<file path="src/rtl/tmr_pkg.sv">
package tmr_pkg;
  typedef enum logic [1:0] {
    MODE_OFF   = 2'b00,
    MODE_EVENT = 2'b01,
    MODE_TIMER = 2'b10,
    MODE_PULSE = 2'b11
  } tmr_mode_e;

  localparam int CTRL_W   = 8;
  localparam int SEL_LSB  = 0;
  localparam int SEL_W    = 3;
  localparam int POL_BIT  = 3;
  localparam int RUN_BIT  = 4;
  localparam int IE_BIT   = 5;
  localparam int MODE_LSB = 6;
endpackage

</file>
<file path="src/rtl/tmr_prescaler.sv">
module tmr_prescaler #(
  parameter int STAGES = 8,
  parameter int SEL_W  = 3
) (
  input  logic             clk,
  input  logic             rst_n,
  input  logic [SEL_W-1:0] sel,
  output logic             tick
);
  localparam int DIV_W = (STAGES > 1) ? STAGES - 1 : 1;

  logic [DIV_W-1:0] div_q;
  logic [DIV_W-1:0] mask;

  always_ff @(posedge clk or negedge rst_n) begin
    if (!rst_n) div_q <= '0;
    else        div_q <= div_q + 1'b1;
  end

  // low s bits all ones gives one tick every 2^s clocks
  always_comb begin
    mask = '0;
    for (int i = 0; i < DIV_W; i++) begin
      if (i < int'(sel)) mask[i] = 1'b1;
    end
    tick = ((div_q & mask) == mask);
  end
endmodule

</file>
<file path="src/rtl/tmr_insync.sv">
module tmr_insync #(
  parameter int STAGES = 2
) (
  input  logic clk,
  input  logic rst_n,
  input  logic din,
  input  logic pol,
  output logic level_act,
  output logic edge_act
);
  logic [STAGES-1:0] sync_q;
  logic              prev_q;
  logic              s;

  always_ff @(posedge clk or negedge rst_n) begin
    if (!rst_n) begin
      sync_q <= '0;
      prev_q <= 1'b0;
    end else begin
      sync_q <= {sync_q[STAGES-2:0], din};
      prev_q <= sync_q[STAGES-1];
    end
  end

  assign s         = sync_q[STAGES-1];
  assign level_act = s ^ pol;
  assign edge_act  = pol ? (~s & prev_q) : (s & ~prev_q);
endmodule

</file>
<file path="src/rtl/tmr_counter.sv">
module tmr_counter #(
  parameter int W = 8
) (
  input  logic         clk,
  input  logic         rst_n,
  input  logic         inc,
  input  logic         running,
  input  logic         pre_we,
  input  logic [W-1:0] pre_wdata,
  output logic [W-1:0] cnt,
  output logic         ovf
);
  logic [W-1:0] cnt_q;
  logic [W-1:0] pre_q;

  assign ovf = inc && (cnt_q == {W{1'b1}});
  assign cnt = cnt_q;

  always_ff @(posedge clk or negedge rst_n) begin
    if (!rst_n) begin
      cnt_q <= '0;
      pre_q <= '0;
    end else begin
      if (pre_we) pre_q <= pre_wdata;
      if (pre_we && !running) cnt_q <= pre_wdata;
      else if (ovf)           cnt_q <= pre_q;
      else if (inc)           cnt_q <= cnt_q + 1'b1;
    end
  end
endmodule

</file>
<file path="src/rtl/tmr_event_counter.sv">
module tmr_event_counter
  import tmr_pkg::*;
#(
  parameter int CNT_W       = 8,
  parameter int PSC_STAGES  = 8,
  parameter int SYNC_STAGES = 2
) (
  input  logic              clk,
  input  logic              rst_n,
  input  logic              ext_in,
  input  logic              ctrl_we,
  input  logic [7:0]        ctrl_wdata,
  output logic [7:0]        ctrl_rdata,
  input  logic              pre_we,
  input  logic [CNT_W-1:0]  pre_wdata,
  input  logic              cnt_rd,
  output logic [CNT_W-1:0]  cnt_rdata,
  output logic              irq,
  output logic              fout,
  output logic              fout_n
);
  logic [CTRL_W-1:0] ctrl_q;
  tmr_mode_e         mode;
  logic              running, pol, irq_en;
  logic              tick, level_act, edge_act;
  logic              inc, ovf, armed_q, pw_done;
  logic              irq_q, fout_q;

  assign mode    = tmr_mode_e'(ctrl_q[MODE_LSB +: 2]);
  assign running = ctrl_q[RUN_BIT];
  assign pol     = ctrl_q[POL_BIT];
  assign irq_en  = ctrl_q[IE_BIT];

  tmr_prescaler #(.STAGES(PSC_STAGES), .SEL_W(SEL_W)) u_psc (
    .clk  (clk),
    .rst_n(rst_n),
    .sel  (ctrl_q[SEL_LSB +: SEL_W]),
    .tick (tick)
  );

  tmr_insync #(.STAGES(SYNC_STAGES)) u_sync (
    .clk      (clk),
    .rst_n    (rst_n),
    .din      (ext_in),
    .pol      (pol),
    .level_act(level_act),
    .edge_act (edge_act)
  );

  always_comb begin
    inc = 1'b0;
    if (running && !cnt_rd) begin
      case (mode)
        MODE_EVENT: inc = edge_act;
        MODE_TIMER: inc = tick;
        MODE_PULSE: inc = tick && level_act;
        default:    inc = 1'b0;
      endcase
    end
  end

  tmr_counter #(.W(CNT_W)) u_cnt (
    .clk      (clk),
    .rst_n    (rst_n),
    .inc      (inc),
    .running  (running),
    .pre_we   (pre_we),
    .pre_wdata(pre_wdata),
    .cnt      (cnt_rdata),
    .ovf      (ovf)
  );

  assign pw_done = running && (mode == MODE_PULSE) && armed_q && !level_act;

  always_ff @(posedge clk or negedge rst_n) begin
    if (!rst_n) begin
      ctrl_q  <= '0;
      armed_q <= 1'b0;
      irq_q   <= 1'b0;
      fout_q  <= 1'b0;
    end else begin
      if (ctrl_we)      ctrl_q          <= ctrl_wdata;
      else if (pw_done) ctrl_q[RUN_BIT] <= 1'b0;

      if (running && (mode == MODE_PULSE) && level_act) armed_q <= 1'b1;
      else if (pw_done || !running || (mode != MODE_PULSE)) armed_q <= 1'b0;

      irq_q <= ovf && irq_en;
      if (ovf) fout_q <= ~fout_q;
    end
  end

  assign ctrl_rdata = ctrl_q;
  assign irq        = irq_q;
  assign fout       = fout_q;
  assign fout_n     = ~fout_q;
endmodule

</file>
<file path="config.mk">
export PLATFORM = sky130hd
export DESIGN_NAME = tmr_event_counter
export DESIGN_NICKNAME = d
export VERILOG_FILES = /design/src/rtl/tmr_pkg.sv /design/src/rtl/tmr_prescaler.sv /design/src/rtl/tmr_insync.sv /design/src/rtl/tmr_counter.sv /design/src/rtl/tmr_event_counter.sv
export SDC_FILE = /design/constraint.sdc
export NUM_CORES = 1
export LEC_CHECK = 0
export BUFFER_PORTS_ARGS = -buffer_cell sky130_fd_sc_hd__buf_4
export CAP_MARGIN = 20
export CORE_MARGIN = 5
export CORE_UTILIZATION = 40
export DETAILED_ROUTE_END_ITERATION = 16
export GPL_ROUTABILITY_DRIVEN = 0
export HOLD_SLACK_MARGIN = 0.03
export PLACE_DENSITY = 0.59
export SKIP_LAST_GASP = 1
export SLEW_MARGIN = 20
export SYNTH_ARGS = -nofsm -noshare
export SYNTH_HDL_FRONTEND = slang
export SYNTH_SLANG_ARGS = --single-unit
</file>
<file path="constraint.sdc">
create_clock -name clk -period 4.39 [get_ports clk]
set_input_delay 0.878 -clock clk [delete_from_list [all_inputs] [get_ports clk]]
set_output_delay 0.878 -clock clk [all_outputs]
set_load 0.005 [all_outputs]
</file>
==> flow_summary.toml <==
[power_and_ir_drop]
vdd.ir_drop.worst_mv = 0.188
p_per_area_mw_per_mm2 = 370
p_leak_uw = 0.000956

[placement]
placed_cell_area_mm2 = 0.00206
hpwl_um = 2730
portBuffers = 40

[clocking]
cts_resized = 0
cts-root-buf = "clkbuf_8"
cts_buffers = 5
clk_pin_slew_ns = 0.07
postCtsHoldBufs = 0
clock-sinks = 37
cts_max_level = 2
clk_latency_ns = 0.28
cts_buffer_depth = 2
post_cts_buffers = 0
cts_tree = "yes"

[global_routing]
overflow = 0
antenna_found_initial = 0
gr-usage-all-layers = 0.142
first_global_vias = 1308
grt_first_pass_wirelength_um = 6020
grt_max_degree = 38

[critical_path]
reg2reg_depth = 7
crit_path_cell_trace = "ha_1 > nand2_1 > nor2_1 > nand3_1 > nor2_1 > a211oi_2 > a221o_1"
cp-start-kind = "flop"
criticalPathCategory = "flop to flop"
critPathMaxStageDelay_ns = 0.44
reg2reg_slack_ns = 2.28
cp.arrival_ns = 2.27
reg2reg_from = "u_cnt.cnt[0]"
worst_r2r_endpoint = "u_cnt.cnt[0]"
crit_path_frequent_cell = "nor2_1"
required_ns = 4.55
cp_max_fo = 8
worstSetupEndpointType = "flop"
crit_slowest_cell = "dfrtp_1"

[layout]
antennaDiodeCount = 0
area_growth_syn_to_layout_pct = 23.8
drive_gt1_frac = 0.344
nNetsFinal = 219
final_cell_area_mm2 = 0.00214

[run_status]
outcome = "completed"

[sta]
setup_viol = 0
finalMaxSlewViolations = 0
finClkSkew_ns = 0.00482
max_freq_mhz = 474
rsz0062_at_grt = "false"
tns_ns = 0
finalHoldWorstSlack_ns = 0.352
timing.final.crit_share = 0.480
final-hold-violation-count = 0
maxSlewHeadroom = 0.570
fin_crit_ns = 2.11
tightestPinTransition_ns = 0.643

[synthesis]
syn-instance-count = 154
ys_ff_latch = 37
ys_warn_count = 0
synth.most_common_cell = "dfrtp_1"
synth_edf_count = 0
synthTopCellsByCount = "dfrtp_1, mux2_2, nand2_1"
yosys.area.top_type = "dfrtp_1"
ys_types = 35
async_flop_share = 1.00
syn_area_mm2 = 0.00173
ys.flop_type = "dfrtp_1"
yosys-top-cells-area = "dfrtp_1, mux2_2, xnor2_1, a221o_1, nand3_1"
ys_seq_area_frac = 0.535
synthesis.nets = 178
yosys.area.top_type_share = 0.535
synth.avg_cell_area_um2 = 11.2

[floorplanning]
rows = 24
initial_core_util = 0.406
die_area_mm2 = 0.00574
die_x_um = 75.8
die_h_um = 75.8
boundaryPins = 41
coreArea_mm2 = 0.00426

[hold_path]
holdPathStages = 0
holdCritPathClass = "flop to flop"
hold_path_end = "u_sync.sync_q[1]"
hold_path.startpoint = "u_sync.sync_q[0]"

[route]
drc = 0
wl_per_cell_um = 15.0
viasPerCell = 5.27
wl_um = 3700
firstDrtPassIters = 4
num_vias = 1302
ant_nets = 0
drt_iter0_drc = 99

[job]
max_cap_violations = 0
routing by layer:
metal / up-vias / global-route usage / part of all wire
met1: 632 / 0.180 / 0.44
met3: 4 / 0.0528 / 0.080
li1: 622 / - / -
met5: - / 0 / 0
met2: 44 / 0.219 / 0.46
met4: 0 / 0.0583 / 0.013
metrics by stage:
stage / cells / power (uW) / worst slack, ns / util
CTS: 247 / 805 / 2.30 / 0.503
global placement: 240 / 558 / 2.20 / 0.483
global route: 247 / 836 / 2.13 / 0.503
floorplan: 154 / 488 / 2.41 / -
detailed placement: 240 / 563 / 2.18 / 0.483
finish: 247 / 792 / 2.28 / 0.503
critical path, delay by kind of cell, from the launching register on:
family	cells	cell delay (ns)
AND/OR/NAND/NOR	4	0.96
adder cells (fa/ha/maj)	1	0.28
AO/OA/AOI/OAI	2	0.32
flip-flops	1	0.44
cell usage in the layout (no fill, tap or decap), drive strengths merged, types with 2 or more instances in the layout:
cell | Yosys | routed
mux2 | 15 | 15
a211oi | 2 | 2
o21ai | 7 | 7
a221o | 6 | 6
ha | 2 | 2
nand2 | 14 | 14
nand3b | 2 | 2
nor2 | 11 | 11
buf | 5 | 40
and3 | 3 | 3
a21oi | 6 | 6
clkbuf | 1 | 7
o211ai | 3 | 3
nand2b | 3 | 3
dfrtp | 37 | 37
xnor2 | 9 | 9
nor2b | 4 | 4
nand3 | 10 | 10
inv | 5 | 5
state kept, by name, summed over array words and instances (netlist names), 2 cells and up:
register / count
ctrl_rdata: 8
u_sync.sync_q: 2
u_cnt.pre_q: 8
u_cnt.cnt: 8
u_psc.div_q: 7
how the worst max path moves through the flow:
stage	slack (ns)	endpoint	cells past startpoint	start
6_report	2.28	u_cnt.cnt[0]	7	u_cnt.cnt[0]
5_1_grt	2.13	u_cnt.cnt[0]	7	u_cnt.cnt[0]
4_1_cts	2.30	u_cnt.cnt[0]	7	u_cnt.cnt[0]
3_5_place_dp	2.18	u_cnt.cnt[1]	6	cnt_rd
3_3_place_gp	2.20	u_cnt.cnt[7]	6	cnt_rd
2_1_floorplan	2.41	u_cnt.cnt[6]	6	cnt_rd
logic make-up (layout without fill, tap and decap cells):
group                      after synthesis  count (layout)  share of synthesized area
AOI/OAI and AO/OA                       29              29                      0.126
xor gates and xnor gates                10              10                     0.0506
adders and majority gates                2               2                     0.0144
buffers and inverters                   11              52                     0.0332
DFF                                     37              37                      0.535
muxes                                   15              15                     0.0975
and+or+nand+nor                         50              50                      0.144
power breakdown:
group,switching (uW),total [uW],internal [uW],leakage (uW)
Combinational,58.0,143,85.1,0.000473
Sequential,39.7,412,372,0.000439
Clock,113,237,125,0.0000443
Total,211,792,582,0.000956
area by class of cell:
class	count	area, um^2
Tap cell	52	65.1
Timing Repair Buffer	40	300
Clock buffer	7	86.3
Multi-Input combinational cell	106	748
Fill cell	419	2120
Inverter	5	18.8
Sequential cell	37	926
Power figures use the tool's default switching activity.
